**src/rtl/ac97_regacc_pkg.sv**
```systemverilog
// Package: slot geometry, access state and the command record shared by the
// register access controller. Assumes the standard 20-bit slot width.
package ac97_regacc_pkg;
    localparam int SLOT_W   = 20;
    localparam int ADDR_W   = 7;
    localparam int DATA_W   = 16;
    localparam int RW_BIT   = SLOT_W - 1;
    localparam int ADDR_LSB = RW_BIT - ADDR_W;
    localparam int DATA_LSB = SLOT_W - DATA_W;

    typedef enum logic [1:0] {
        ST_IDLE = 2'd0,
        ST_PEND = 2'd1,
        ST_WAIT = 2'd2
    } acc_state_e;

    typedef struct packed {
        logic              is_read;
        logic [ADDR_W-1:0] addr;
        logic [DATA_W-1:0] data;
    } acc_cmd_t;

    // Builds the command address slot: read flag on top, address below it.
    function automatic logic [SLOT_W-1:0] pack_addr_slot(input acc_cmd_t c);
        logic [SLOT_W-1:0] s;
        s = '0;
        s[RW_BIT] = c.is_read;
        s[RW_BIT-1:ADDR_LSB] = c.addr;
        return s;
    endfunction

    // Builds the command data slot: value left-aligned, zero for reads.
    function automatic logic [SLOT_W-1:0] pack_data_slot(input acc_cmd_t c);
        logic [SLOT_W-1:0] s;
        s = '0;
        if (!c.is_read) s[SLOT_W-1:DATA_LSB] = c.data;
        return s;
    endfunction
endpackage

```
**src/rtl/ac97_access_seq.sv**
```systemverilog
// Module: access sequencer. Accepts one host request at a time, drops
// out-of-range writes, waits for the next frame edge to send the command,
// and for reads waits for a matching status frame or a frame-count timeout.
// Assumes frame_start is a one-cycle strobe and status_hit is qualified.
module ac97_access_seq
    import ac97_regacc_pkg::*;
#(
    parameter int TIMEOUT_FRAMES = 4,
    localparam int CNT_W = $clog2(TIMEOUT_FRAMES + 1)
) (
    input  logic              clk,
    input  logic              rst_n,
    input  logic              req_valid,
    input  logic              req_write,
    input  logic [ADDR_W:0]   req_addr,
    input  logic [DATA_W-1:0] req_wdata,
    input  logic              frame_start,
    input  logic              status_hit,
    output logic              accept,
    output logic              send,
    output logic              waiting_rd,
    output acc_cmd_t          cmd,
    output logic              busy,
    output logic              wr_done,
    output logic              timeout
);
    acc_state_e       state;
    logic [CNT_W-1:0] frames_left_cnt;

    // Request acceptance: idle, and not a write past the 7-bit space.
    assign accept     = req_valid && (state == ST_IDLE) && !(req_write && req_addr[ADDR_W]);
    assign send       = (state == ST_PEND) && frame_start;
    assign waiting_rd = (state == ST_WAIT);
    assign busy       = (state != ST_IDLE);

    // Sequencer state, latched command, timeout counter and done pulses.
    always_ff @(posedge clk) begin
        if (!rst_n) begin
            state           <= ST_IDLE;
            cmd             <= '0;
            frames_left_cnt <= '0;
            wr_done         <= 1'b0;
            timeout         <= 1'b0;
        end else begin
            wr_done <= 1'b0;
            timeout <= 1'b0;
            case (state)
                ST_IDLE: begin
                    if (accept) begin
                        cmd.is_read <= !req_write;
                        cmd.addr    <= req_addr[ADDR_W-1:0];
                        cmd.data    <= req_write ? req_wdata : '0;
                        state       <= ST_PEND;
                    end
                end
                ST_PEND: begin
                    if (frame_start) begin
                        if (cmd.is_read) begin
                            frames_left_cnt <= '0;
                            state           <= ST_WAIT;
                        end else begin
                            wr_done <= 1'b1;
                            state   <= ST_IDLE;
                        end
                    end
                end
                ST_WAIT: begin
                    if (status_hit) begin
                        state <= ST_IDLE;
                    end else if (frame_start) begin
                        if (frames_left_cnt == CNT_W'(TIMEOUT_FRAMES - 1)) begin
                            timeout <= 1'b1;
                            state   <= ST_IDLE;
                        end else begin
                            frames_left_cnt <= frames_left_cnt + 1'b1;
                        end
                    end
                end
                default: state <= ST_IDLE;
            endcase
        end
    end

    // completion pulses are exclusive and coincide with busy low.
    p_done_excl_r10: assert property (@(posedge clk) disable iff (!rst_n)
        $onehot0({wr_done, timeout, status_hit && waiting_rd}));
    p_busy_drop_r10: assert property (@(posedge clk) disable iff (!rst_n)
        (wr_done || timeout) |-> !busy);
    // a dropped write never makes the sequencer busy.
    p_drop_r5: assert property (@(posedge clk) disable iff (!rst_n)
        (req_valid && !busy && req_write && req_addr[ADDR_W]) |=> !busy);
    // a timeout only follows a frame edge.
    p_to_frame_r9: assert property (@(posedge clk) disable iff (!rst_n)
        $rose(timeout) |-> $past(frame_start));
endmodule

```
**src/rtl/ac97_cmd_slot_tx.sv**
```systemverilog
// Module: command slot register. At each frame edge loads the command slots
// and raises both tags when a command is due, else clears tags and slots.
// Assumes send is only high together with frame_start.
module ac97_cmd_slot_tx
    import ac97_regacc_pkg::*;
(
    input  logic              clk,
    input  logic              rst_n,
    input  logic              frame_start,
    input  logic              send,
    input  acc_cmd_t          cmd,
    output logic              tx_tag_addr,
    output logic              tx_tag_data,
    output logic [SLOT_W-1:0] tx_slot_addr,
    output logic [SLOT_W-1:0] tx_slot_data
);
    // Frame-aligned slot and tag update.
    always_ff @(posedge clk) begin
        if (!rst_n) begin
            tx_tag_addr  <= 1'b0;
            tx_tag_data  <= 1'b0;
            tx_slot_addr <= '0;
            tx_slot_data <= '0;
        end else if (frame_start) begin
            tx_tag_addr  <= send;
            tx_tag_data  <= send;
            tx_slot_addr <= send ? pack_addr_slot(cmd) : '0;
            tx_slot_data <= send ? pack_data_slot(cmd) : '0;
        end
    end

    // tags only change on a frame edge.
    p_tag_frame_r4: assert property (@(posedge clk) disable iff (!rst_n)
        (tx_tag_addr != $past(tx_tag_addr)) |-> $past(frame_start));
    // a tagged slot never has stray low bits.
    p_addr_low_r1: assert property (@(posedge clk) disable iff (!rst_n)
        tx_tag_addr |-> (tx_slot_addr[ADDR_LSB-1:0] == '0));
endmodule

```
**src/rtl/ac97_status_rx.sv**
```systemverilog
// Module: status capture. While a read waits, takes the first incoming frame
// with both status tags and the wanted address, stores the value and sets
// the update flags only where the new capture differs from the held one.
// Assumes clear_flags marks acceptance of a new request.
module ac97_status_rx
    import ac97_regacc_pkg::*;
(
    input  logic              clk,
    input  logic              rst_n,
    input  logic              armed,
    input  logic              clear_flags,
    input  logic [ADDR_W-1:0] want_addr,
    input  logic              rx_valid,
    input  logic              rx_tag_addr,
    input  logic              rx_tag_data,
    input  logic [SLOT_W-1:0] rx_slot_addr,
    input  logic [SLOT_W-1:0] rx_slot_data,
    output logic              hit,
    output logic              rd_done,
    output logic [DATA_W-1:0] rd_data,
    output logic              addr_updated,
    output logic              data_updated
);
    logic [ADDR_W-1:0] new_addr;
    logic [DATA_W-1:0] new_data;
    logic [ADDR_W-1:0] held_addr;
    logic              unused_bits;

    assign new_addr    = rx_slot_addr[RW_BIT-1:ADDR_LSB];
    assign new_data    = rx_slot_data[SLOT_W-1:DATA_LSB];
    assign unused_bits = ^{rx_slot_addr[RW_BIT], rx_slot_addr[ADDR_LSB-1:0],
                           rx_slot_data[DATA_LSB-1:0]};
    assign hit = armed && rx_valid && rx_tag_addr && rx_tag_data && (new_addr == want_addr);

    // Capture of status address and data, with change detection.
    always_ff @(posedge clk) begin
        if (!rst_n) begin
            held_addr    <= '0;
            rd_data      <= '0;
            rd_done      <= 1'b0;
            addr_updated <= 1'b0;
            data_updated <= 1'b0;
        end else begin
            rd_done <= hit;
            if (hit) begin
                held_addr    <= new_addr;
                rd_data      <= new_data;
                addr_updated <= (new_addr != held_addr);
                data_updated <= (new_data != rd_data);
            end else if (clear_flags) begin
                addr_updated <= 1'b0;
                data_updated <= 1'b0;
            end
        end
    end

    // read value only moves together with the completion pulse.
    p_rd_stable_r6: assert property (@(posedge clk) disable iff (!rst_n)
        (rd_data != $past(rd_data)) |-> rd_done);
    // a flag can only rise at a completion.
    p_flag_rise_r7: assert property (@(posedge clk) disable iff (!rst_n)
        ($rose(addr_updated) || $rose(data_updated)) |-> rd_done);
    // an unchanged value never raises the data flag.
    p_same_data_r7: assert property (@(posedge clk) disable iff (!rst_n)
        (rd_done && (rd_data == $past(rd_data))) |-> !data_updated);
endmodule

```
**src/rtl/ac97_regacc_ctrl.sv**
```systemverilog
// Module: AC97 register access controller top. Connects the sequencer, the
// command slot register and the status capture. Assumes one access at a
// time and frame strobes from an external frame generator.
module ac97_regacc_ctrl
    import ac97_regacc_pkg::*;
#(
    parameter int TIMEOUT_FRAMES = 4
) (
    input  logic              clk,
    input  logic              rst_n,
    input  logic              req_valid,
    input  logic              req_write,
    input  logic [7:0]        req_addr,
    input  logic [15:0]       req_wdata,
    output logic              busy,
    output logic              wr_done,
    output logic              rd_done,
    output logic [15:0]       rd_data,
    output logic              timeout,
    output logic              addr_updated,
    output logic              data_updated,
    input  logic              frame_start,
    output logic              tx_tag_addr,
    output logic              tx_tag_data,
    output logic [19:0]       tx_slot_addr,
    output logic [19:0]       tx_slot_data,
    input  logic              rx_valid,
    input  logic              rx_tag_addr,
    input  logic              rx_tag_data,
    input  logic [19:0]       rx_slot_addr,
    input  logic [19:0]       rx_slot_data
);
    logic     accept;
    logic     send;
    logic     waiting_rd;
    logic     hit;
    acc_cmd_t cmd;

    ac97_access_seq #(.TIMEOUT_FRAMES(TIMEOUT_FRAMES)) seq_i (
        .clk(clk), .rst_n(rst_n),
        .req_valid(req_valid), .req_write(req_write),
        .req_addr(req_addr), .req_wdata(req_wdata),
        .frame_start(frame_start), .status_hit(hit),
        .accept(accept), .send(send), .waiting_rd(waiting_rd), .cmd(cmd),
        .busy(busy), .wr_done(wr_done), .timeout(timeout)
    );

    ac97_cmd_slot_tx tx_i (
        .clk(clk), .rst_n(rst_n),
        .frame_start(frame_start), .send(send), .cmd(cmd),
        .tx_tag_addr(tx_tag_addr), .tx_tag_data(tx_tag_data),
        .tx_slot_addr(tx_slot_addr), .tx_slot_data(tx_slot_data)
    );

    ac97_status_rx rx_i (
        .clk(clk), .rst_n(rst_n),
        .armed(waiting_rd), .clear_flags(accept), .want_addr(cmd.addr),
        .rx_valid(rx_valid), .rx_tag_addr(rx_tag_addr), .rx_tag_data(rx_tag_data),
        .rx_slot_addr(rx_slot_addr), .rx_slot_data(rx_slot_data),
        .hit(hit), .rd_done(rd_done), .rd_data(rd_data),
        .addr_updated(addr_updated), .data_updated(data_updated)
    );

    // read completion also leaves the controller idle.
    p_rd_idle_r10: assert property (@(posedge clk) disable iff (!rst_n)
        rd_done |-> !busy);
    // tags raised only while an access was in flight.
    p_tag_busy_r4: assert property (@(posedge clk) disable iff (!rst_n)
        $rose(tx_tag_addr) |-> $past(busy));
endmodule

```
**config.mk**
```make
export PLATFORM = sky130hd
export DESIGN_NAME = ac97_regacc_ctrl
export DESIGN_NICKNAME = d
export VERILOG_FILES = /design/src/rtl/ac97_regacc_pkg.sv /design/src/rtl/ac97_access_seq.sv /design/src/rtl/ac97_cmd_slot_tx.sv /design/src/rtl/ac97_status_rx.sv /design/src/rtl/ac97_regacc_ctrl.sv
export SDC_FILE = /design/constraint.sdc
export NUM_CORES = 1
export LEC_CHECK = 0
export ABC_AREA = 1
export CORE_MARGIN = 2
export CORE_UTILIZATION = 45
export DETAILED_ROUTE_END_ITERATION = 8
export HOLD_SLACK_MARGIN = 0.02
export PLACE_DENSITY = 0.84
export REMOVE_ABC_BUFFERS = 1
export SYNTH_ARGS = -nofsm -noshare
export SYNTH_HDL_FRONTEND = slang
export SYNTH_HIERARCHICAL = 1
export SYNTH_SLANG_ARGS = --single-unit
```
**constraint.sdc**
```tcl
create_clock -name clk -period 2.5 [get_ports clk]
set_input_delay 0.5 -clock clk [delete_from_list [all_inputs] [get_ports clk]]
set_output_delay 0.5 -clock clk [all_outputs]
set_load 0.02 [all_outputs]
```
* Word level (Yosys, flattened, before mapping)
Index checks and enable logic that the tools add are counted.
W data, S select, Z words.
** Word-level totals
- Output and inout bits :: 64
- Logic and storage cells :: 74
- Bits of input ports :: 72
- Bits in registers :: 98
** Cells by class
- $add $sub $neg :: 1
- Reduce and logical (&&, ||, !) cells :: 19
- Equal/unequal tests :: 14
- Bitwise operators :: 3
- Muxes and demuxes :: 22
** Operators with widths (count)
- $mux W20 :: 2
- $mux W16 :: 2
- $ne A16 B16 Y1 :: 1
- $mux W3 :: 5
- $mux W2 :: 6
- $ne A2 B2 Y1 const B :: 5
- $logic_and A1 B1 Y1 :: 8
- $eq A7 B7 Y1 :: 1
- $ne A7 B7 Y1 :: 1
- $ne A3 B3 Y1 const B :: 2
- $pmux W2 S3 :: 1
- $pmux W3 S2 :: 1
- $reduce_and A6 Y1 :: 1
- $reduce_bool A2 Y1 :: 3
- $mux W1 :: 5
- $reduce_and A4 Y1 :: 1
- $reduce_or A4 Y1 :: 1
- $add A3 B1 Y3 const B :: 1
- $eq A3 B2 Y1 const B :: 1
- $not A1 Y1 :: 3
- $reduce_and A3 Y1 :: 1
- $eq A2 B1 Y1 const B :: 1
- $eq A2 B2 Y1 const B :: 1
- $logic_not A1 Y1 :: 2
- 3 further kinds :: 3

* Logic depth before layout (Yosys ltp)
- Depth in word-level cells :: 7
- Mapped depth :: 12

* Modules after synthesis
The synthesis kept the hierarchy.
** Modules (own cells, without submodules)
- ac97_status_rx :: instances 1, area an instance 1670.4 um^2, cells an instance 282
- ac97_access_seq :: instances 1, area an instance 1271.2 um^2, cells an instance 154
- ac97_cmd_slot_tx :: instances 1, area an instance 1251.2 um^2, cells an instance 161

* Least setup slack after synthesis
OpenSTA, ideal clock, no wires.
- Kind :: register to register
- Start :: reg seq_i.state[1]
- End :: reg seq_i.frames_left_cnt[0]
- Required time :: 2.385 ns
- Clock period less this slack :: 1.539 ns
- Path buffers :: 0
- Slack :: 0.961 ns
- Cell stages (with the launch flop) :: 12
- Data arrival time :: 1.424 ns
- Library setup time :: 0.115 ns
- Cell sequence :: dfxtp_1 inv_1 nor2_4 nand2_1 nor2_1 nand4_1 nor2_1 inv_1 nand2_1 nand2_1 a21oi_1 nor2_1
** On the way
- Longest elaborated chain between the ends :: 7
** Ends and longest elaborated chain
- from (decl) :: RTL line ac97_access_seq.sv:27 : acc_state_e state;
- from (signal assigned) :: RTL line ac97_access_seq.sv:39 : state <= ST_IDLE;
- from (signal assigned) :: RTL line ac97_access_seq.sv:53 : state <= ST_PEND;
- from (signal assigned) :: RTL line ac97_access_seq.sv:60 : state <= ST_WAIT;
- $eq A2 B2 Y1 :: RTL line ac97_access_seq.sv:33 : assign waiting_rd = (state == ST_WAIT);
- net waiting_rd :: RTL line ac97_regacc_ctrl.sv:35 : logic waiting_rd;
- $logic_and A1 B1 Y1 (4 in series) :: RTL line ac97_status_rx.sv:33 : assign hit = armed && rx_valid && rx_tag_addr && rx_tag_data && (new_addr == want_addr);
- net hit :: RTL line ac97_regacc_ctrl.sv:36 : logic hit;
- $ne A2 B2 Y1 (no line)
- $reduce_and A6 Y1 (no line)
- to (signal assigned) :: RTL line ac97_access_seq.sv:75 : frames_left_cnt <= frames_left_cnt + 1'b1;
- to (decl) :: RTL line ac97_access_seq.sv:28 : logic [CNT_W-1:0] frames_left_cnt;
The timed path passes the listed nets, and every way through them passes these cells.
A chain may end at the register's enable or synchronous reset.

* Final worst setup path
- Start :: reg seq_i.state[0]
- End :: out busy
** On the way
- Longest elaborated chain between the ends :: 1
** Ends and longest elaborated chain
- $reduce_bool A2 Y1 :: RTL line ac97_access_seq.sv:34 : assign busy = (state != ST_IDLE);
- to (decl) :: RTL line ac97_regacc_ctrl.sv:15 : output logic busy,
Every way passes these cells.

==> flow_summary.json <==
{
  "placed_cells": 790,
  "finalNetCount": 764,
  "ir_worst_vdd_mv": 0.392,
  "cts.sinks": 82,
  "rr_startpoint": "seq_i/state[1]",
  "wl_met1_mm": 4.03,
  "dieArea_mm2": 0.0101,
  "synth-edff-count": 0,
  "setup-tns-final_ns": 0,
  "fill_cells": 830,
  "rr_endpoint": "rx_i/held_addr[1]",
  "max_stage_delay_ns": 0.59,
  "cts_root_buf": "clkbuf_8",
  "yosys-top-cells-area": "dfxtp_1 (39%), nand2_1 (16%), nor2_1 (6.5%)",
  "yosysSeqAreaShare_pct": 39.2,
  "diodes": 0,
  "htree_levels": 3,
  "grt_overflow": 0,
  "ys_warn_count": 6,
  "vias_per_cell": 4.69,
  "postLayoutCoreUtil_pct": 58.4,
  "synth_compound_area_share_pct": 8.06,
  "grt_pass1_wl_mm": 16.2,
  "synthAdderAreaFrac_pct": 0.597,
  "status": "finished clean",
  "drt-total-wl_mm": 9.54,
  "yosys_register_bits": 82,
  "syn_inst": 597,
  "grt_pass1_vias": 3730,
  "die_x_um": 101,
  "place_area_mm2": 0.00512,
  "dr_wl_met3_um": 719,
  "pin_count": 136,
  "reg2reg_setup_slack_ns": 0.56,
  "fin_crit_sh_pct": 82.1,
  "place_congestion": 0.813,
  "powerDensity_mw_per_mm2": 520,
  "cp-start-kind": "flip-flop",
  "finalNonFillerCells": 806,
  "hold_depth": 2,
  "max_cap_viol_count": 0,
  "drt_iter0_drc": 151,
  "track_usage_pct": 19.7,
  "synthFlopType": "dfxtp_1",
  "wl_met2_mm": 4.68,
  "synthToLayoutAreaGrowth_pct": 27.4,
  "final_layout_size_suffix_gt1_share_pct": 12.5,
  "synthArstFlopShare_pct": 0,
  "rsz0062_at_grt": "false",
  "fmax_ghz": 0.487,
  "grt_max_degree": 27,
  "tightest_slew_ns": 0.729,
  "wl_per_cell_um": 11.8,
  "drc": 0,
  "yosysTopAreaCell": "dfxtp_1",
  "syn_area_mm2": 0.00419,
  "rr_worst_depth": 10,
  "synthSimpleGateAreaFrac_pct": 34.8,
  "die_h_um": 101,
  "critPathCaptureType": "output port",
  "clk_path_buf_depth": 2,
  "hold_end": "seq_i/cmd[10]",
  "top_layer": "met4",
  "synthXorXnorAreaFrac_pct": 2.30,
  "io_buffer_count": 102,
  "cts_buffers": 9,
  "finalCriticalPeriod_ns": 2.05,
  "ctsHoldBuffers": 0,
  "leakage_nw": 2.14,
  "slew-limit-headroom_pct": 51.3,
  "detail-route-antenna-nets": 0,
  "finalMaxSlewViolations": 0,
  "pre_cts_slack_ns": 0.246,
  "worstPathMaxFanout": 5,
  "crit_chain": "nor2_4 -> inv_1 -> clkdlybuf4s50_1",
  "antenna_found_initial": 0,
  "synth_cell_types": 34,
  "worstHoldStart": "seq_i/cmd[10]",
  "crit_arrival_ns": 1.55,
  "stdcell_area_mm2": 0.00534,
  "vias": 3784,
  "cts_tree": "yes",
  "clkTransAtPathRegs_ns": 0.08,
  "crit_required_ns": 2.00,
  "setup_violations": 0,
  "row_count": 35,
  "core_mm2": 0.00915,
  "yosysTopAreaCellShare_pct": 39.2,
  "critical_path_class": "reg2out",
  "drt_pass1_iterations": 4,
  "hpwl_mm": 6.93,
  "yosys-top-cells-count": "nand2_1 (175), dfxtp_1 (82), nor2_1 (73)",
  "crit_path_top_delay_cell": "clkdlybuf4s50_1",
  "worst_slack_ns": 0.447,
  "synth_mux_area_share_pct": 0,
  "post_cts_buffers": 0,
  "ctsResizeCount": 0,
  "hp-class": "reg2reg",
  "insertion_delay_ns": 0.35,
  "synth_top_family_by_area": "simple AND/OR/NAND/NOR gates",
  "synth.most_common_cell": "nand2_1",
  "fin_skew_ns": 0.00914,
  "synth_area_per_cell_um2": 7.02,
  "finalHoldViolations": 0,
  "initial_utilization_pct": 45.8
}
-- worst max-delay path by stage --
stage / from / endpoint / slack [ns] / cells after the start
global placement: rx_slot_addr[12] / rx_i/rd_data[2] / 0.30 / 8
finish: seq_i/state[0] / busy / 0.45 / 3
global route: seq_i/state[1] / rx_i/held_addr[1] / 0.33 / 10
detailed placement: rx_slot_addr[13] / rx_i/held_addr[1] / 0.25 / 10
CTS: seq_i/state[0] / busy / 0.43 / 3
floorplan: seq_i/state[1] / rx_i/rd_data[0] / 0.75 / 10
-- per-layer routing --
| metal | GRT usage (%) | vias to the layer above |
|---|---|---|
| met1 | 22.8 | 1681 |
| met2 | 35.1 | 131 |
| met4 | 6.32 | 0 |
| met3 | 5.34 | 11 |
| met5 | 0 | - |
| li1 | - | 1961 |
-- layout make-up --
type	count	area, µm²	share of cell area [%]
Clock buffer	9	124	2.32
Timing Repair Buffer	107	1060	19.8
Multi-Input combinational cell	415	1980	37.0
Clock inverter	7	103	1.92
Sequential cell	82	1640	30.7
Tap cell	111	139	2.60
Inverter	75	299	5.60
-- cells in the final DEF, fill, tap and decap left out, drive strengths merged, types with 3 or more instances in the layout --
cell type and count:
nor2 99, inv 74, clkbuf 9, nand4 3
bufinv 3, conb 16, o21ai 8, a21oi 46
buf 5, nand2 193, xnor2 6, dfxtp 82
clkinv 4, xor2 5, clkdlybuf4s50 102, nand3 29
nor3 3
-- critical path: cells and delay by family, from the launching register on --
kind	cells	cell delay [ns]
simple gates	1	0.08
buf+inv	2	0.65
flops	1	0.49
-- state kept, by name, indices dropped and copies added, names as in the netlist --
name and flops:
tx_i/tx_slot_addr 8, rx_i/addr_updated 1, rx_i/rd_data 16, rx_i/rd_done 1, seq_i/wr_done 1, tx_i/tx_slot_data 16
seq_i/state 2, seq_i/cmd 24, seq_i/frames_left_cnt 3, tx_i/tx_tag_data 1, rx_i/data_updated 1, rx_i/held_addr 7
seq_i/timeout 1
-- power by group --
| group | internal, W | total (W) | switching, W | leakage (nW) |
|---|---|---|---|---|
| logic | 0.000148 | 0.000342 | 0.000194 | 1.37 |
| clock network | 0.000571 | 0.00107 | 0.000502 | 0.110 |
| registers | 0.00133 | 0.00136 | 0.0000295 | 0.664 |
| total | 0.00205 | 0.00278 | 0.000726 | 2.14 |
-- kinds of logic after synthesis --
group | Yosys count
adders and majority gates | 2
xor gates and xnor gates | 11
DFF | 82
other | 1
buffers and inverters | 115
AOI/OAI and AO/OA | 55
and+or+nand+nor | 331
-- per-stage QoR --
stage	total power (W)	hold WS [ns]
finish	0.00278	0.472
global route	0.00290	0.494
CTS	0.00281	0.472
detailed placement	0.00173	0.459
global placement	0.00172	0.453
floorplan	0.00157	0.445
(Power assumes the default switching activity.)
